## config.mk

```make
export PLATFORM = sky130hd
export DESIGN_NAME = swd_xfer_engine
export DESIGN_NICKNAME = d
export VERILOG_FILES = /design/src/rtl/swd_pkg.sv /design/src/rtl/swd_clkgen.sv /design/src/rtl/swd_us_timer.sv /design/src/rtl/swd_seq.sv /design/src/rtl/swd_xfer_engine.sv
export SDC_FILE = /design/constraint.sdc
export NUM_CORES = 1
export LEC_CHECK = 0
export ABC_AREA = 1
export BUFFER_PORTS_ARGS = -buffer_cell sky130_fd_sc_hd__buf_2
export CAP_MARGIN = 0
export CORE_MARGIN = 1.5
export CORE_UTILIZATION = 36
export DETAILED_ROUTE_END_ITERATION = 7
export GPL_TIMING_DRIVEN = 0
export MAX_ROUTING_LAYER = met4
export PLACE_DENSITY = 0.66
export SETUP_SLACK_MARGIN = 0.15
export SLEW_MARGIN = 20
export SYNTH_ARGS = -nofsm -noshare
export SYNTH_HDL_FRONTEND = slang
export SYNTH_SLANG_ARGS = --single-unit
```

## constraint.sdc

```tcl
create_clock -name clk -period 1.85 [get_ports clk]
set_input_delay 0.37 -clock clk [delete_from_list [all_inputs] [get_ports clk]]
set_output_delay 0.37 -clock clk [all_outputs]
set_load 0.02 [all_outputs]
```

## src/rtl/swd_pkg.sv

```systemverilog
package swd_pkg;
  localparam int WORD_W = 32;
  localparam int REQ_W  = 8;

  localparam logic [2:0] ACK_OK    = 3'b001;
  localparam logic [2:0] ACK_WAIT  = 3'b010;
  localparam logic [2:0] ACK_FAULT = 3'b100;

  typedef enum logic [3:0] {
    S_OFF, S_REQ, S_TRN1, S_ACK, S_RDAT, S_RPAR,
    S_TRN2, S_WDAT, S_WPAR, S_IDLE, S_RECOV
  } seq_state_t;
endpackage

```

## src/rtl/swd_clkgen.sv

```systemverilog
module swd_clkgen #(
  parameter int HALF_DIV = 2
) (
  input  logic clk,
  input  logic rst,
  input  logic en,
  output logic swclk,
  output logic rise_tick,
  output logic fall_tick
);
  localparam int CW = (HALF_DIV > 1) ? $clog2(HALF_DIV) : 1;

  logic [CW-1:0] div_q;
  logic          wrap;

  assign wrap      = en && (div_q == CW'(HALF_DIV - 1));
  assign rise_tick = wrap && !swclk;
  assign fall_tick = wrap && swclk;

  always_ff @(posedge clk) begin
    if (rst || !en) begin
      div_q <= '0;
      swclk <= 1'b0;
    end else if (wrap) begin
      div_q <= '0;
      swclk <= ~swclk;
    end else begin
      div_q <= div_q + 1'b1;
    end
  end
endmodule

```

## src/rtl/swd_us_timer.sv

```systemverilog
module swd_us_timer #(
  parameter int US_DIV = 200,
  parameter int TS_W   = 32
) (
  input  logic            clk,
  input  logic            rst,
  output logic [TS_W-1:0] now_us
);
  localparam int PW = (US_DIV > 1) ? $clog2(US_DIV) : 1;

  logic [PW-1:0] pre_q;

  always_ff @(posedge clk) begin
    if (rst) begin
      pre_q  <= '0;
      now_us <= '0;
    end else if (pre_q == PW'(US_DIV - 1)) begin
      pre_q  <= '0;
      now_us <= now_us + 1'b1;
    end else begin
      pre_q <= pre_q + 1'b1;
    end
  end
endmodule

```

## src/rtl/swd_seq.sv

```systemverilog
module swd_seq
  import swd_pkg::*;
#(
  parameter int IDLE_W = 8,
  parameter int TS_W   = 32
) (
  input  logic              clk,
  input  logic              rst,
  input  logic              start,
  input  logic              req_apndp,
  input  logic              req_rnw,
  input  logic [1:0]        req_addr,
  input  logic              req_ts,
  input  logic [WORD_W-1:0] wdata,
  input  logic [1:0]        turn_sel,
  input  logic [IDLE_W-1:0] idle_cnt,
  input  logic              rise_tick,
  input  logic              fall_tick,
  input  logic              swdio_i,
  input  logic [TS_W-1:0]   now_us,
  output logic              busy,
  output logic              done,
  output logic [2:0]        ack,
  output logic [WORD_W-1:0] rdata,
  output logic              par_err,
  output logic [TS_W-1:0]   stamp,
  output logic              swdio_o,
  output logic              swdio_oe
);
  localparam int CNT_W = (IDLE_W > 6) ? IDLE_W : 6;

  seq_state_t        st, nx_st;
  logic [CNT_W-1:0]  cnt, nx_cnt;
  logic              nx_oe, nx_o;
  logic [REQ_W-1:0]  rq;
  logic [WORD_W-1:0] sh;
  logic              wpar, rpar, bad;
  logic [2:0]        ack_sh;
  logic              l_rnw, l_ts;
  logic [1:0]        l_turn;
  logic [IDLE_W-1:0] l_idle;
  logic              req_par;
  logic              ack_is_ok;

  assign req_par   = req_apndp ^ req_rnw ^ req_addr[0] ^ req_addr[1];
  assign ack_is_ok = (ack_sh == ACK_OK);

  // decision taken when the current phase's last slot ends
  always_comb begin
    nx_st  = S_OFF;
    nx_cnt = '0;
    nx_oe  = 1'b1;
    nx_o   = 1'b0;
    unique case (st)
      S_REQ: begin
        nx_st = S_TRN1; nx_cnt = CNT_W'(l_turn); nx_oe = 1'b0;
      end
      S_TRN1: begin
        nx_st = S_ACK; nx_cnt = CNT_W'(2); nx_oe = 1'b0;
      end
      S_ACK: begin
        nx_oe = 1'b0;
        if (ack_is_ok && l_rnw) begin
          nx_st = S_RDAT; nx_cnt = CNT_W'(WORD_W - 1);
        end else if (ack_is_ok || ack_sh == ACK_WAIT || ack_sh == ACK_FAULT) begin
          nx_st = S_TRN2; nx_cnt = CNT_W'(l_turn);
        end else begin
          nx_st = S_RECOV; nx_cnt = CNT_W'(l_turn) + CNT_W'(WORD_W + 1);
        end
      end
      S_RDAT: begin
        nx_st = S_RPAR; nx_oe = 1'b0;
      end
      S_RPAR: begin
        nx_st = S_TRN2; nx_cnt = CNT_W'(l_turn); nx_oe = 1'b0;
      end
      S_TRN2: begin
        if (ack_is_ok && !l_rnw) begin
          nx_st = S_WDAT; nx_cnt = CNT_W'(WORD_W - 1); nx_o = sh[0];
        end else if (ack_is_ok && l_idle != '0) begin
          nx_st = S_IDLE; nx_cnt = CNT_W'(l_idle) - 1'b1;
        end
      end
      S_WDAT: begin
        nx_st = S_WPAR; nx_o = wpar;
      end
      S_WPAR: begin
        if (l_idle != '0) begin
          nx_st = S_IDLE; nx_cnt = CNT_W'(l_idle) - 1'b1;
        end
      end
      default: ;
    endcase
  end

  always_ff @(posedge clk) begin
    if (rst) begin
      st <= S_OFF; cnt <= '0; rq <= '0; sh <= '0;
      wpar <= 1'b0; rpar <= 1'b0; bad <= 1'b0; ack_sh <= '0;
      l_rnw <= 1'b0; l_ts <= 1'b0; l_turn <= '0; l_idle <= '0;
      busy <= 1'b0; done <= 1'b0; ack <= '0; rdata <= '0;
      par_err <= 1'b0; stamp <= '0;
      swdio_o <= 1'b0; swdio_oe <= 1'b1;
    end else begin
      done <= 1'b0;
      if (st == S_OFF) begin
        if (start) begin
          rq       <= {1'b1, 1'b0, req_par, req_addr[1], req_addr[0], req_rnw, req_apndp, 1'b1};
          sh       <= wdata;
          wpar     <= ^wdata;
          l_rnw    <= req_rnw;
          l_ts     <= req_ts;
          l_turn   <= turn_sel;
          l_idle   <= idle_cnt;
          ack_sh   <= '0;
          bad      <= 1'b0;
          cnt      <= CNT_W'(REQ_W - 1);
          st       <= S_REQ;
          busy     <= 1'b1;
          swdio_oe <= 1'b1;
          swdio_o  <= 1'b1;
        end
      end else begin
        if (rise_tick) begin
          unique case (st)
            S_ACK:   ack_sh <= {swdio_i, ack_sh[2:1]};
            S_RDAT:  sh     <= {swdio_i, sh[WORD_W-1:1]};
            S_RPAR:  rpar   <= swdio_i;
            default: ;
          endcase
        end
        if (fall_tick) begin
          if (cnt != '0) begin
            cnt <= cnt - 1'b1;
            if (st == S_REQ) begin
              swdio_o <= rq[1];
              rq      <= {1'b0, rq[REQ_W-1:1]};
            end
            if (st == S_WDAT) begin
              swdio_o <= sh[1];
              sh      <= {1'b0, sh[WORD_W-1:1]};
            end
          end else begin
            st       <= nx_st;
            cnt      <= nx_cnt;
            swdio_oe <= nx_oe;
            swdio_o  <= nx_o;
            if (st == S_RPAR) begin
              bad   <= rpar ^ (^sh);
              rdata <= sh;
              if (l_ts) stamp <= now_us;
            end
            if (st == S_WPAR && l_ts) stamp <= now_us;
            if (nx_st == S_OFF) begin
              busy    <= 1'b0;
              done    <= 1'b1;
              ack     <= (ack_is_ok && l_rnw && bad) ? 3'b000 : ack_sh;
              par_err <= ack_is_ok && l_rnw && bad;
            end
          end
        end
      end
    end
  end

  // a parity error always reports the zero code
  a_r5_perr_zero_code: assert property (@(posedge clk) disable iff (rst)
    par_err |-> (ack == 3'b000));

  // data slots happen only after an OK acknowledge
  a_r3_data_needs_ok: assert property (@(posedge clk) disable iff (rst)
    (st == S_RDAT || st == S_WDAT || st == S_IDLE) |-> ack_is_ok);

  // recovery never drives the line
  a_r9_recovery_released: assert property (@(posedge clk) disable iff (rst)
    (st == S_RECOV) |-> !swdio_oe);
endmodule

```

## src/rtl/swd_xfer_engine.sv

```systemverilog
module swd_xfer_engine
  import swd_pkg::*;
#(
  parameter int HALF_DIV = 2,
  parameter int US_DIV   = 200,
  parameter int IDLE_W   = 8,
  parameter int TS_W     = 32
) (
  input  logic              clk,
  input  logic              rst,
  input  logic              start,
  input  logic              req_apndp,
  input  logic              req_rnw,
  input  logic [1:0]        req_addr,
  input  logic              req_ts,
  input  logic [31:0]       wdata,
  input  logic [1:0]        turn_sel,
  input  logic [IDLE_W-1:0] idle_cnt,
  output logic              busy,
  output logic              done,
  output logic [2:0]        ack,
  output logic [31:0]       rdata,
  output logic              par_err,
  output logic [TS_W-1:0]   stamp,
  output logic              swclk,
  output logic              swdio_o,
  output logic              swdio_oe,
  input  logic              swdio_i
);
  logic            rise_tick, fall_tick;
  logic [TS_W-1:0] now_us;

  swd_clkgen #(.HALF_DIV(HALF_DIV)) clkgen_i (
    .clk(clk), .rst(rst), .en(busy),
    .swclk(swclk), .rise_tick(rise_tick), .fall_tick(fall_tick)
  );

  swd_us_timer #(.US_DIV(US_DIV), .TS_W(TS_W)) timer_i (
    .clk(clk), .rst(rst), .now_us(now_us)
  );

  swd_seq #(.IDLE_W(IDLE_W), .TS_W(TS_W)) seq_i (
    .clk(clk), .rst(rst), .start(start),
    .req_apndp(req_apndp), .req_rnw(req_rnw), .req_addr(req_addr),
    .req_ts(req_ts), .wdata(wdata), .turn_sel(turn_sel), .idle_cnt(idle_cnt),
    .rise_tick(rise_tick), .fall_tick(fall_tick), .swdio_i(swdio_i),
    .now_us(now_us), .busy(busy), .done(done), .ack(ack), .rdata(rdata),
    .par_err(par_err), .stamp(stamp), .swdio_o(swdio_o), .swdio_oe(swdio_oe)
  );

  // quiet line while idle
  a_r11_idle_line: assert property (@(posedge clk) disable iff (rst)
    !busy |-> (!swclk && swdio_oe && !swdio_o));

  // line changes only while the clock is low
  a_r11_change_on_low: assert property (@(posedge clk) disable iff (rst)
    (!$stable(swdio_o) || !$stable(swdio_oe)) |-> !swclk);

  // completion is a single-cycle pulse with busy released
  a_r12_done_pulse: assert property (@(posedge clk) disable iff (rst)
    done |-> (!busy ##1 !done));

  // the first slot of a transaction drives the start bit
  a_r1_start_bit: assert property (@(posedge clk) disable iff (rst)
    $rose(busy) |-> (swdio_oe && swdio_o));
endmodule

```

==> summary.log, run 1 <==
qor: cts.tritoncts built
qor: grt.global_route.overflow_total 0
qor: synth.mappedNetlistArea 9670 µm²
qor: sta.drv_slew 0
qor: place.portBuffers 123
qor: place.gp_routability_congestion 0.906
qor: power.total_leakage_power 5.81 nW
qor: synth.ys.warnings.count 0
qor: floorplan.die_height 167 µm
qor: floorplan.floorplan.initialDensity 36.9%
qor: sta.skew 0.0103 ns
qor: sta.max-slew-margin-rel 38.3%
qor: routing.totalWireLength 32.9 mm
qor: place.post_dp_cell_area 10700 µm²
qor: cts.clock_network_latency_to_the_later_pin_of_the_worst_skew_pair 0.44 ns
qor: cts.clk_pin_slew 0.07 ns
qor: synth.yosysTopAreaCellShare 37.9%
qor: min_path.hold_path.class in2reg
qor: layout.post_layout_instance_area 13900 µm²
qor: sta.rsz0062_at_grt true
qor: cts.cts_buffers 17
qor: routing.met3WireLength 2.22 mm
qor: worst_setup_path.crit_arrival 2.19 ns
qor: floorplan.design.portCount 124
qor: routing.route.detailed.wl_per_inst 16.6 µm
qor: synth.synthCells 1395
qor: worst_setup_path.critical_path.endpoint_type register
qor: synth.synth.ff_latch_count 183
qor: routing.route.layer.met1.wl 13.9 mm
qor: status.violations DRC, setup timing
qor: worst_setup_path.cp-start-kind register
qor: sta.final.setup.tns -0.108 ns
qor: routing.highest_layer met4
qor: power.power.ir.vdd_worst 762 µV
qor: floorplan.die_footprint 27800 µm²
qor: layout.final_layout_size_suffix_gt1_share 37.7%
qor: routing.antenna_left 0
qor: synth.synth-async-reset-ratio 0%
qor: routing.drt-initial-drc-count 860
qor: grt.antenna_violations_before_repair 3
qor: floorplan.placementRows 59
qor: layout.leading_cell_types_in_the_layout_fill_and_taps_excluded sky130_fd_sc_hd__nand2_1 (329), sky130_fd_sc_hd__inv_1 (152), sky130_fd_sc_hd__dfxtp_1 (148), sky130_fd_sc_hd__buf_2 (129), sky130_fd_sc_hd__nor2_1 (75)
qor: flow_run.maxCapViolCount 0
qor: synth.netlist.top_cell.by_area sky130_fd_sc_hd__dfxtp_1
qor: grt.maximum_number_of_pins_on_one_net_before_global_route_repair 17
qor: routing.dr_total_vias 10262
qor: grt.grt_pass1_vias 9583
qor: synth.avg_cell_area_syn 6.93 µm²
qor: synth.synth.lib_cells_used.distinct 47
qor: cts.cts-htree-levels 4
qor: power.power_density 1130 nW/µm²
qor: worst_setup_path.r2r_slack -0.03 ns
qor: routing.drt_first_pass_iters 8
qor: synth.synth_top_flop_cell sky130_fd_sc_hd__dfxtp_1
qor: sta.setup-violations-final 9
qor: cts.number_of_hold_buffers_added_after_cts 0
qor: grt.grtUsageTotal 22.9%
qor: layout.final_net_count 1689
qor: routing.detailroute.wirelength.met2 15.7 mm
qor: status.status finished, violations left
qor: routing.drcViolationCount 14
qor: synth.synth_enable_flop_cells 0
qor: cts.cts_root_buffer sky130_fd_sc_hd__clkbuf_16
qor: worst_setup_path.critical_path_peak_fanout 5
qor: routing.via_per_inst 5.17
qor: cts.total_clock_sinks 183
qor: floorplan.floorplan.core_area 26200 µm²
qor: synth.synthTopCellsByArea sky130_fd_sc_hd__dfxtp_1 (38%), sky130_fd_sc_hd__nand2_1 (14%), sky130_fd_sc_hd__inv_1 (6.3%)
qor: sta.min_period 1.88 ns
qor: cts.cts_buffer_depth 2
qor: synth.seq_area_frac_synth 37.9%
qor: sta.post-route-worst-setup-slack -0.0301 ns
qor: worst_setup_path.critical_setup_path_kind reg2reg
qor: sta.worst-slew-pin-transition 0.925 ns
qor: sta.hold_violations 0
qor: layout.final_common_cell sky130_fd_sc_hd__nand2_1
qor: worst_setup_path.worst-endpoint-required 2.16 ns
qor: layout.area_growth_syn_to_layout 43.5%
qor: synth.mappedNetlistNets 1452
qor: floorplan.die_width 167 µm
qor: place.place_hpwl 21.6 mm
qor: grt.first_pass_grt_wire_length 49.3 mm
qor: sta.fin_crit_sh 102%
qor: sta.max_freq 0.532 GHz
## synthesized netlist by cell type, types with 17 or more instances
library cell and count:
sky130_fd_sc_hd__nand4_1 20, sky130_fd_sc_hd__dfxtp_1 183, sky130_fd_sc_hd__xnor2_1 32, sky130_fd_sc_hd__nand2_1 370, sky130_fd_sc_hd__a21oi_2 17, sky130_fd_sc_hd__nand3_1 37, sky130_fd_sc_hd__a21oi_1 119, sky130_fd_sc_hd__nor2_1 100
sky130_fd_sc_hd__o21ai_0 120, sky130_fd_sc_hd__inv_1 163, sky130_fd_sc_hd__xor2_1 33, sky130_fd_sc_hd__clkbuf_1 26, sky130_fd_sc_hd__nor3_1 21
## area by class of cell
type	instances	area [µm²]
clock buffers	20	437
fillers	2377	12300
inverters	176	702
diodes	3	7.51
clock inverters	12	141
plain buffers	51	502
well taps	335	419
multi-input cells	987	6300
repair buffers	216	1650
flip-flops and latches	183	3720
## stage by stage
step                worst slack [ns]  utilization, %  instances  hold WS, ns  total power, mW
detailed placement            -0.422            40.9       1853        0.430             10.2
floorplan                      0.161               -       1395        0.413             8.91
finish                       -0.0301            52.9       1983        0.129             15.7
CTS                          -0.0394            48.2       1942        0.124             14.8
global placement              -0.403            40.9       1853        0.422             10.1
global route                  -0.117            52.9       1983        0.136             16.6
## registers in the layout, indices dropped and copies added (netlist names), 2 cells and up
name / count
seq_i.rdata: 32
seq_i.sh: 32
seq_i.stamp: 32
timer_i.now_us: 32
seq_i.cnt: 8
seq_i.l_idle: 8
timer_i.pre_q: 8
seq_i.rq: 7
seq_i.st: 4
seq_i.ack: 3
seq_i.ack_sh: 3
seq_i.l_turn: 2
## where the power goes
part           internal (mW)  leakage [nW]  switching (mW)
Clock                   2.02         0.277            1.68
Sequential              4.46          1.50           0.770
Combinational           2.60          4.03            4.12
## worst max-delay path, stage by stage (launching register included)
cell	delay, ns
sky130_fd_sc_hd__dfxtp_2	0.33
sky130_fd_sc_hd__inv_2	0.08
sky130_fd_sc_hd__ha_4	0.16
sky130_fd_sc_hd__nand3_4	0.08
sky130_fd_sc_hd__nor3_4	0.17
sky130_fd_sc_hd__buf_6	0.15
sky130_fd_sc_hd__nor2_4	0.05
sky130_fd_sc_hd__nand2_4	0.12
sky130_fd_sc_hd__nand2_8	0.11
sky130_fd_sc_hd__buf_6	0.14
sky130_fd_sc_hd__clkbuf_16	0.16
sky130_fd_sc_hd__o21ai_4	0.15
sky130_fd_sc_hd__a21oi_2	0.06
## metal layers
metal | global-route usage (%) | vias up
li1 | - | 5001
met1 | 28.6 | 4747
met2 | 37.2 | 410
met3 | 3.66 | 104
met4 | 8.54 | 0
met5 | - | -
## worst paths after layout
| check | start | to | cells after the start |
|---|---|---|---|
| min reg2reg | seq_i.rdata[17]$_SDFFE_PP0P_ | seq_i.rdata[17]$_SDFFE_PP0P_ | 2 |
| min | idle_cnt[4] | seq_i.l_idle[4]$_SDFFE_PP0P_ | 3 |
| max | seq_i.cnt[0]$_SDFFE_PP0P_ | seq_i.sh[20]$_SDFFE_PP0P_ | 12 |
| max reg2reg | seq_i.cnt[0]$_SDFFE_PP0P_ | seq_i.sh[20]$_SDFFE_PP0P_ | 12 |
## what timing repair did
| action | CTS | global route |
|---|---|---|
| buffers inserted | 46 | 31 |
| resized for setup | 268 | 263 |
| setup endpoints to repair | 157 | 154 |
| cloned | 12 | 8 |
| pin swaps | 75 | 130 |
## cells by family after synthesis
logic type | synth area share [%]
adders and majority gates | 0.777
DFF | 37.9
buffers and inverters | 10.0
AOI/OAI and AO/OA | 17.9
and+or+nand+nor | 27.5
xor gates and xnor gates | 5.89
Power figures use the tool's default switching activity.
==> inputs of run 2 (changes only) <==
--- a/config.mk
+++ b/config.mk
@@ -12,7 +12,6 @@
 export CORE_UTILIZATION = 36
 export DETAILED_ROUTE_END_ITERATION = 7
 export GPL_TIMING_DRIVEN = 0
-export MAX_ROUTING_LAYER = met4
 export PLACE_DENSITY = 0.66
 export SETUP_SLACK_MARGIN = 0.15
 export SLEW_MARGIN = 20
==> run 2 against run 1 <==
Compared with the run above:
- combinational power is 3.1% lower
- first-iteration DRC count is 6.3% lower
- final area is 1.8% lower
- maximum frequency is 0.93% higher
- utilization is 0.98 points lower
- sequential cell count stayed put
- largest power group unchanged
- clock power is 3% lower
- largest cell class unchanged
- the run still ends with DRC, setup timing left
- global-route usage is 0.75 points lower
- sequential share of layout area is 0.58 points higher
==> summary.log, run 2 (same netlist as run 1, synthesis figures left out) <==
qor: grt.first_pass_grt_wire_length 48.8 mm [was 49.3 mm]
qor: routing.drcViolationCount 28 [was 14]
qor: sta.max-slew-margin-rel 41.0% [was 38.3%]
qor: layout.layout.core_utilization 52.0% [was 52.9%]
qor: routing.totalWireLength 32.4 mm [was 32.9 mm]
qor: grt.grtUsageTotal 22.2% [was 22.9%]
qor: cts.cts-htree-levels 4 [unchanged]
qor: worst_setup_path.slowest_stage sky130_fd_sc_hd__dfxtp_2 [unchanged]
qor: routing.antenna_left 0 [unchanged]
qor: routing.drt_first_pass_iters 8 [unchanged]
qor: cts.tritoncts built [unchanged]
qor: place.placement.setup.worst_slack -0.308 ns [was -0.422 ns]
qor: power.power_density 1120 nW/µm² [was 1130 nW/µm²]
qor: floorplan.floorplan.initialDensity 36.9% [unchanged]
qor: sta.hold_violations 0 [unchanged]
qor: worst_setup_path.cp-start-kind register [unchanged]
qor: floorplan.placementRows 59 [unchanged]
qor: layout.leading_cell_types_in_the_layout_fill_and_taps_excluded sky130_fd_sc_hd__nand2_1 (332), sky130_fd_sc_hd__inv_1 (153), sky130_fd_sc_hd__dfxtp_1 (142), sky130_fd_sc_hd__buf_2 (128), sky130_fd_sc_hd__a21oi_1 (83) [was sky130_fd_sc_hd__nand2_1 (329), sky130_fd_sc_hd__inv_1 (152), sky130_fd_sc_hd__dfxtp_1 (148), sky130_fd_sc_hd__buf_2 (129), sky130_fd_sc_hd__nor2_1 (75)]
qor: place.portBuffers 123 [unchanged]
qor: power.power.ir.vdd_worst 694 µV [was 762 µV]
qor: flow_run.maxCapViolCount 0 [unchanged]
qor: sta.worst-slew-pin-transition 0.885 ns [was 0.925 ns]
qor: layout.final_net_count 1688 [was 1689]
qor: min_path.hold_path.class in2reg [unchanged]
qor: place.place_hpwl 21.4 mm [was 21.6 mm]
qor: sta.setup-violations-final 2 [was 9]
qor: sta.fin_crit_sh 101% [was 102%]
qor: cts.total_clock_sinks 183 [unchanged]
qor: sta.rsz0062_at_grt true [unchanged]
qor: sta.timing.hold.ws 0.118 ns [was 0.129 ns]
qor: routing.via_per_inst 5.20 [was 5.17]
qor: cts.cts_root_buffer sky130_fd_sc_hd__clkbuf_16 [unchanged]
qor: grt.grt_pass1_vias 9438 [was 9583]
qor: routing.dr_total_vias 10315 [was 10262]
qor: routing.drt-initial-drc-count 806 [was 860]
qor: grt.maximum_number_of_pins_on_one_net_before_global_route_repair 17 [unchanged]
qor: status.violations DRC, setup timing [unchanged]
qor: grt.global_route.overflow_total 0 [unchanged]
qor: floorplan.die_footprint 27800 µm² [unchanged]
qor: floorplan.die_width 167 µm [unchanged]
qor: worst_setup_path.crit_arrival 2.15 ns [was 2.19 ns]
qor: floorplan.die_height 167 µm [unchanged]
qor: worst_setup_path.largest_incremental_delay_on_the_critical_path 0.32 ns [was 0.33 ns]
qor: floorplan.design.portCount 124 [unchanged]
qor: worst_setup_path.crit_path_cell_trace inv_2 > ha_2 > nand4_1 > nand2_2 > nand4_1 > buf_4 > buf_6 > buf_6 > nor2_4 > a211oi_2 [was inv_2 > ha_4 > nand3_4 > nor3_4 > buf_6 > nor2_4 > nand2_4 > nand2_8 > buf_6 > clkbuf_16 > o21ai_4 > a21oi_2]
qor: layout.fillers 2413 [was 2377]
qor: worst_setup_path.critical_setup_path_kind reg2reg [unchanged]
qor: floorplan.floorplan.core_area 26200 µm² [unchanged]
qor: worst_setup_path.critical_path.endpoint_type register [unchanged]
qor: cts.cts_buffer_depth 2 [unchanged]
qor: cts.cts_buffers 17 [unchanged]
qor: layout.final_common_cell sky130_fd_sc_hd__nand2_1 [unchanged]
qor: layout.final_layout_size_suffix_gt1_share 36.1% [was 37.7%]
qor: worst_setup_path.critical_path_peak_fanout 4 [was 5]
qor: sta.post-route-worst-setup-slack -0.0129 ns [was -0.0301 ns]
qor: cts.number_of_hold_buffers_added_after_cts 0 [unchanged]
qor: routing.route.detailed.wl_per_inst 16.3 µm [was 16.6 µm]
qor: cts.clk_pin_slew 0.07 ns [about the same]
qor: layout.area_growth_syn_to_layout 40.9% [was 43.5%]
qor: power.total_leakage_power 5.71 nW [was 5.81 nW]
qor: sta.drv_slew 0 [unchanged]
qor: place.gp_routability_congestion 0.907 [was 0.906]
qor: cts.clock_network_latency_to_the_later_pin_of_the_worst_skew_pair 0.45 ns [was 0.44 ns]
qor: sta.max_freq 0.537 GHz [was 0.532 GHz]
qor: worst_setup_path.worst-endpoint-required 2.14 ns [was 2.16 ns]
qor: sta.min_period 1.86 ns [was 1.88 ns]
qor: grt.antenna_violations_before_repair 2 [was 3]
qor: sta.final.setup.tns -0.0231 ns [was -0.108 ns]
qor: worst_setup_path.r2r_slack -0.01 ns [was -0.03 ns]
qor: sta.skew 0.0122 ns [was 0.0103 ns]
qor: status.status finished, violations left [unchanged]
-- run 2: changes by cell type in the layout (fill, tap and decap cells not counted), sizes merged --
cell and delta:
buf -1, bufinv -1, clkbuf +1, clkinv +3, inv -2, nand2 -1
-- run 2: timing repair --
| item | in CTS | in global routing |
|---|---|---|
| pin swaps | 88 | 104 |
| setup endpoints to repair | 155 | 156 |
| setup buffers | 45 | 32 |
| gates cloned | 11 | 6 |
| endpoints found under the hold margin | 0 | 0 |
| gates resized for setup | 254 | 224 |
-- run 2: per-stage QoR --
stage | power, mW | cell area, µm² | cells
floorplan | 8.91 | 9690 | 1395
global placement | 10.1 | 10700 | 1853
detailed placement | 10.2 | 10700 | 1853
CTS | 14.7 | 12600 | 1941
global route | 16.2 | 13600 | 1980
finish | 15.3 | 13600 | 1982
-- run 2: final timing paths --
check,from,end,cells past startpoint
min reg2reg,seq_i.rdata[11]$_SDFFE_PP0P_,seq_i.rdata[11]$_SDFFE_PP0P_,2
max,seq_i.l_idle[0]$_SDFFE_PP0P_,seq_i.st[3]$_SDFFE_PP0P_,10
min,idle_cnt[7],seq_i.l_idle[7]$_SDFFE_PP0P_,3
max reg2reg,seq_i.l_idle[0]$_SDFFE_PP0P_,seq_i.st[3]$_SDFFE_PP0P_,10
-- run 2: report_power, final --
part	leakage (nW)	switching, mW	internal (mW)
sequential	1.50	0.723	4.46
combinational	3.93	4.00	2.52
clock	0.272	1.69	1.91
-- run 2: final cells by class --
cell class	count	area (µm²)	share of cell area [%]
repair buffers	215	1610	11.8
flip-flops and latches	183	3730	27.4
clock buffers	20	447	3.28
well taps	335	419	3.08
inverters	176	694	5.10
plain buffers	52	498	3.66
diodes	3	7.51	0.0551
clock inverters	12	120	0.882
multi-input cells	986	6090	44.8
-- run 2: per-layer routing --
| metal | vias up | track usage, % | wire length, µm |
|---|---|---|---|
| met5 | - | 0 | 0 |
| met3 | 69 | 4.56 | 2230 |
| met2 | 408 | 37.1 | 15300 |
| met1 | 4847 | 28.1 | 13800 |
| li1 | 4991 | - | - |
| met4 | 0 | 8.06 | 959 |
-- run 2: worst max-delay path: cells and delay by family, from the launching register on --
family / cells / cell delay [ns]
simple gates: 4 / 0.71
buf+inv: 4 / 0.48
compound gates: 1 / 0.04
flops: 1 / 0.32
fa+ha+maj: 1 / 0.16
==> inputs of run 3 (changes only) <==
--- a/config.mk
+++ b/config.mk
@@ -13,7 +13,6 @@
 export DETAILED_ROUTE_END_ITERATION = 7
 export GPL_TIMING_DRIVEN = 0
 export PLACE_DENSITY = 0.66
-export SETUP_SLACK_MARGIN = 0.15
 export SLEW_MARGIN = 20
 export SYNTH_ARGS = -nofsm -noshare
 export SYNTH_HDL_FRONTEND = slang
==> run 3 against run 2 <==
Compared with the run above:
- the run still ends with DRC, setup timing left
- critical path type unchanged
- utilization down 4.5 points
- clock skew is 0.00064 ns lower
- largest power group unchanged
- die area is the same
- worst setup slack lost 0.019 ns
- sequential cell count unchanged
- non-clock buffer count is 37 lower
- sequential power decreased by 2%
- highest routed layer is now met5
==> summary.log, run 3 (same netlist as run 1, synthesis figures left out) <==
qor: sta.worst-slew-pin-transition 0.900 ns [was 0.885 ns]
qor: layout.final_layout_size_suffix_gt1_share 25.2% [was 36.1%]
qor: cts.clock_network_latency_to_the_later_pin_of_the_worst_skew_pair 0.44 ns [was 0.45 ns]
qor: routing.totalWireLength 29.8 mm [was 32.4 mm]
qor: power.p_sw_share 40.8% [was 41.9%]
qor: power.internal_power 8.67 mW [was 8.89 mW]
qor: sta.drv_slew 0 [unchanged]
qor: place.placement.setup.worst_slack -0.395 ns [was -0.308 ns]
qor: cts.tritoncts built [unchanged]
qor: cts.total_clock_sinks 183 [unchanged]
qor: place.gp_routability_congestion 0.895 [was 0.907]
qor: grt.first_pass_grt_wire_length 47.1 mm [was 48.8 mm]
qor: worst_setup_path.timing.critical_path.mode_cell sky130_fd_sc_hd__buf_6
qor: cts.clk_pin_slew 0.07 ns [about the same]
qor: worst_setup_path.crit_arrival 2.21 ns [was 2.15 ns]
qor: layout.leading_cell_types_in_the_layout_fill_and_taps_excluded sky130_fd_sc_hd__nand2_1 (361), sky130_fd_sc_hd__dfxtp_1 (169), sky130_fd_sc_hd__inv_1 (158), sky130_fd_sc_hd__buf_2 (129), sky130_fd_sc_hd__a21oi_1 (110) [was sky130_fd_sc_hd__nand2_1 (332), sky130_fd_sc_hd__inv_1 (153), sky130_fd_sc_hd__dfxtp_1 (142), sky130_fd_sc_hd__buf_2 (128), sky130_fd_sc_hd__a21oi_1 (83)]
qor: layout.area_growth_syn_to_layout 28.6% [was 40.9%]
qor: power.share_clk_of_total_power 25.3% [was 23.5%]
qor: cts.cts_buffer_depth 2 [unchanged]
qor: place.place_hpwl 21.5 mm [was 21.4 mm]
qor: sta.skew 0.0115 ns [was 0.0122 ns]
qor: layout.fillers 2635 [was 2413]
qor: worst_setup_path.worstRegToRegCells 12 [was 10]
qor: routing.route.detailed.wl_per_inst 15.3 µm [was 16.3 µm]
qor: layout.final_common_cell sky130_fd_sc_hd__nand2_1 [unchanged]
qor: sta.min_period 1.88 ns [was 1.86 ns]
qor: sta.hold_violations 0 [unchanged]
qor: routing.drcViolationCount 26 [was 28]
qor: floorplan.design.portCount 124 [unchanged]
qor: floorplan.die_height 167 µm [unchanged]
qor: layout.multi_input_area 5460 µm² [was 6090 µm²]
qor: power.power_density 1180 nW/µm² [was 1120 nW/µm²]
qor: cts.cts_buffers 17 [unchanged]
qor: routing.dr_total_vias 9792 [was 10315]
qor: worst_setup_path.critical_path.endpoint_type register [unchanged]
qor: sta.max_freq 0.531 GHz [was 0.537 GHz]
qor: floorplan.floorplan.core_area 26200 µm² [unchanged]
qor: flow_run.maxCapViolCount 0 [unchanged]
qor: cts.cts-htree-levels 4 [unchanged]
qor: layout.final_net_count 1650 [was 1688]
qor: sta.setup-violations-final 12 [was 2]
qor: power.p_sw 5.96 mW [was 6.41 mW]
qor: power.power.share.sequential 34.8% [was 33.9%]
qor: grt.global_route.overflow_total 0 [unchanged]
qor: worst_setup_path.crit_path_cell_trace inv_2 > ha_4 > nand3_4 > nor3_4 > buf_6 > inv_6 > nor2_8 > buf_6 > nand2_8 > clkbuf_16 > o21ai_2 > a21oi_1 [was inv_2 > ha_2 > nand4_1 > nand2_2 > nand4_1 > buf_4 > buf_6 > buf_6 > nor2_4 > a211oi_2]
qor: sta.post-route-worst-setup-slack -0.0316 ns [was -0.0129 ns]
qor: worst_setup_path.cp-start-kind register [unchanged]
qor: worst_setup_path.largest_incremental_delay_on_the_critical_path 0.33 ns [was 0.32 ns]
qor: worst_setup_path.critical_path_peak_fanout 8 [was 4]
qor: cts.cts_root_buffer sky130_fd_sc_hd__clkbuf_16 [unchanged]
qor: floorplan.die_footprint 27800 µm² [unchanged]
qor: sta.rsz0062_at_grt true [unchanged]
qor: floorplan.die_width 167 µm [unchanged]
qor: sta.fin_crit_sh 102% [was 101%]
qor: worst_setup_path.critical_setup_path_kind reg2reg [unchanged]
qor: routing.antenna_left 0 [unchanged]
qor: place.portBuffers 123 [unchanged]
qor: status.status finished, violations left [unchanged]
qor: routing.drt_first_pass_iters 8 [unchanged]
qor: status.violations DRC, setup timing [unchanged]
qor: grt.grtUsageTotal 21.2% [was 22.2%]
qor: routing.drt-initial-drc-count 773 [was 806]
qor: power.total_leakage_power 5.22 nW [was 5.71 nW]
qor: worst_setup_path.crit_buf_inv 5 [was 4]
qor: grt.grt_pass1_vias 9329 [was 9438]
qor: worst_setup_path.worst-endpoint-required 2.18 ns [was 2.14 ns]
qor: layout.register_area 3690 µm² [was 3730 µm²]
qor: min_path.hold_depth 3 [unchanged]
qor: power.combinationalPowerShare 40.0% [was 42.6%]
qor: worst_setup_path.critical_path_depth 12 [was 10]
qor: min_path.hold_path.class in2reg [unchanged]
qor: routing.via_per_inst 5.04 [was 5.20]
qor: power.power.ir.vdd_worst 652 µV [was 694 µV]
qor: worst_setup_path.slowest_stage sky130_fd_sc_hd__dfxtp_2 [unchanged]
qor: worst_setup_path.critPathTopFamily buffers and inverters [was simple AND/OR/NAND/NOR gates]
qor: floorplan.placementRows 59 [unchanged]
qor: floorplan.floorplan.initialDensity 36.9% [unchanged]
qor: grt.antenna_violations_before_repair 3 [was 2]
qor: power.finalPower 14.6 mW [was 15.3 mW]
qor: grt.maximum_number_of_pins_on_one_net_before_global_route_repair 17 [unchanged]
qor: sta.max-slew-margin-rel 40.0% [was 41.0%]
-- run 3: changes by cell type in the layout (fill, tap and decap cells not counted), sizes merged --
cell	change
clkbuf	-4
bufinv	+1
buf	-33
inv	+1
nand2	-1
clkinv	-2
diode	-1
-- run 3: worst register-to-register path, stage by stage, from the launching register on --
cell and delay, ns:
sky130_fd_sc_hd__dfxtp_2 0.33, sky130_fd_sc_hd__inv_2 0.07, sky130_fd_sc_hd__ha_4 0.14, sky130_fd_sc_hd__nand3_4 0.09, sky130_fd_sc_hd__nor3_4 0.17, sky130_fd_sc_hd__buf_6 0.15
sky130_fd_sc_hd__inv_6 0.04, sky130_fd_sc_hd__nor2_8 0.12, sky130_fd_sc_hd__buf_6 0.16, sky130_fd_sc_hd__nand2_8 0.12, sky130_fd_sc_hd__clkbuf_16 0.20, sky130_fd_sc_hd__o21ai_2 0.13
sky130_fd_sc_hd__a21oi_1 0.05
-- run 3: power groups by stage --
stage / Sequential [mW] / Clock [mW] / Combinational [mW]
finish: 5.09 / 3.69 / 5.84
global route: 5.17 / 3.91 / 6.52
CTS: 5.02 / 3.73 / 5.49
detailed placement: 5.06 / 0 / 5.15
global placement: 5.05 / 0 / 5.05
floorplan: 4.93 / 0 / 3.93
-- run 3: path summary, 6_finish.rpt --
path | start | slack (ns) | end
worst max register to register | seq_i.cnt[0]$_SDFFE_PP0P_ | -0.03 | seq_i.rdata[7]$_SDFFE_PP0P_
worst min-delay path | idle_cnt[1] | 0.12 | seq_i.l_idle[1]$_SDFFE_PP0P_
worst max-delay path | seq_i.cnt[0]$_SDFFE_PP0P_ | -0.03 | seq_i.rdata[7]$_SDFFE_PP0P_
worst min register to register | clkgen_i.div_q$_SDFF_PP0_ | 0.44 | clkgen_i.div_q$_SDFF_PP0_
-- run 3: cell type report --
class                   count  share of cell area [%]
multi-input cells         985                    44.0
clock inverters            12                    1.15
clock buffers              20                    3.59
well taps                 335                    3.37
diodes                      2                  0.0403
flip-flops and latches    183                    29.7
inverters                 176                    5.58
repair buffers            180                    9.50
plain buffers              50                    3.12
-- run 3: timing repair --
action	CTS	global route
cloned	2	4
hold buffers	0	0
pin swaps	22	30
endpoints found under the setup margin	125	153
buffers inserted	34	18
gates resized for setup	109	111
-- run 3: stage by stage --
step | instance area (µm²) | cells | util [%] | hold slack, ns | setup TNS (ns)
after floorplan | 9670 | 1395 | - | 0.413 | 0
after global placement | 10700 | 1853 | 40.8 | 0.422 | -15.63
after detailed placement | 10700 | 1853 | 40.8 | 0.428 | -18.51
after CTS | 11900 | 1919 | 45.4 | 0.120 | -0.425
after global routing | 12400 | 1942 | 47.4 | 0.147 | -2.77
final | 12400 | 1943 | 47.4 | 0.124 | -0.112
-- run 3: routing by layer --
metal  share of wire [%]  track usage (%)  vias to the layer above
li1                    -                -                     4909
met4                 2.8             7.98                        2
met3                 6.7             3.97                       63
met2                  46             35.2                      329
met5               0.044                0                        -
met1                  44             27.3                     4489
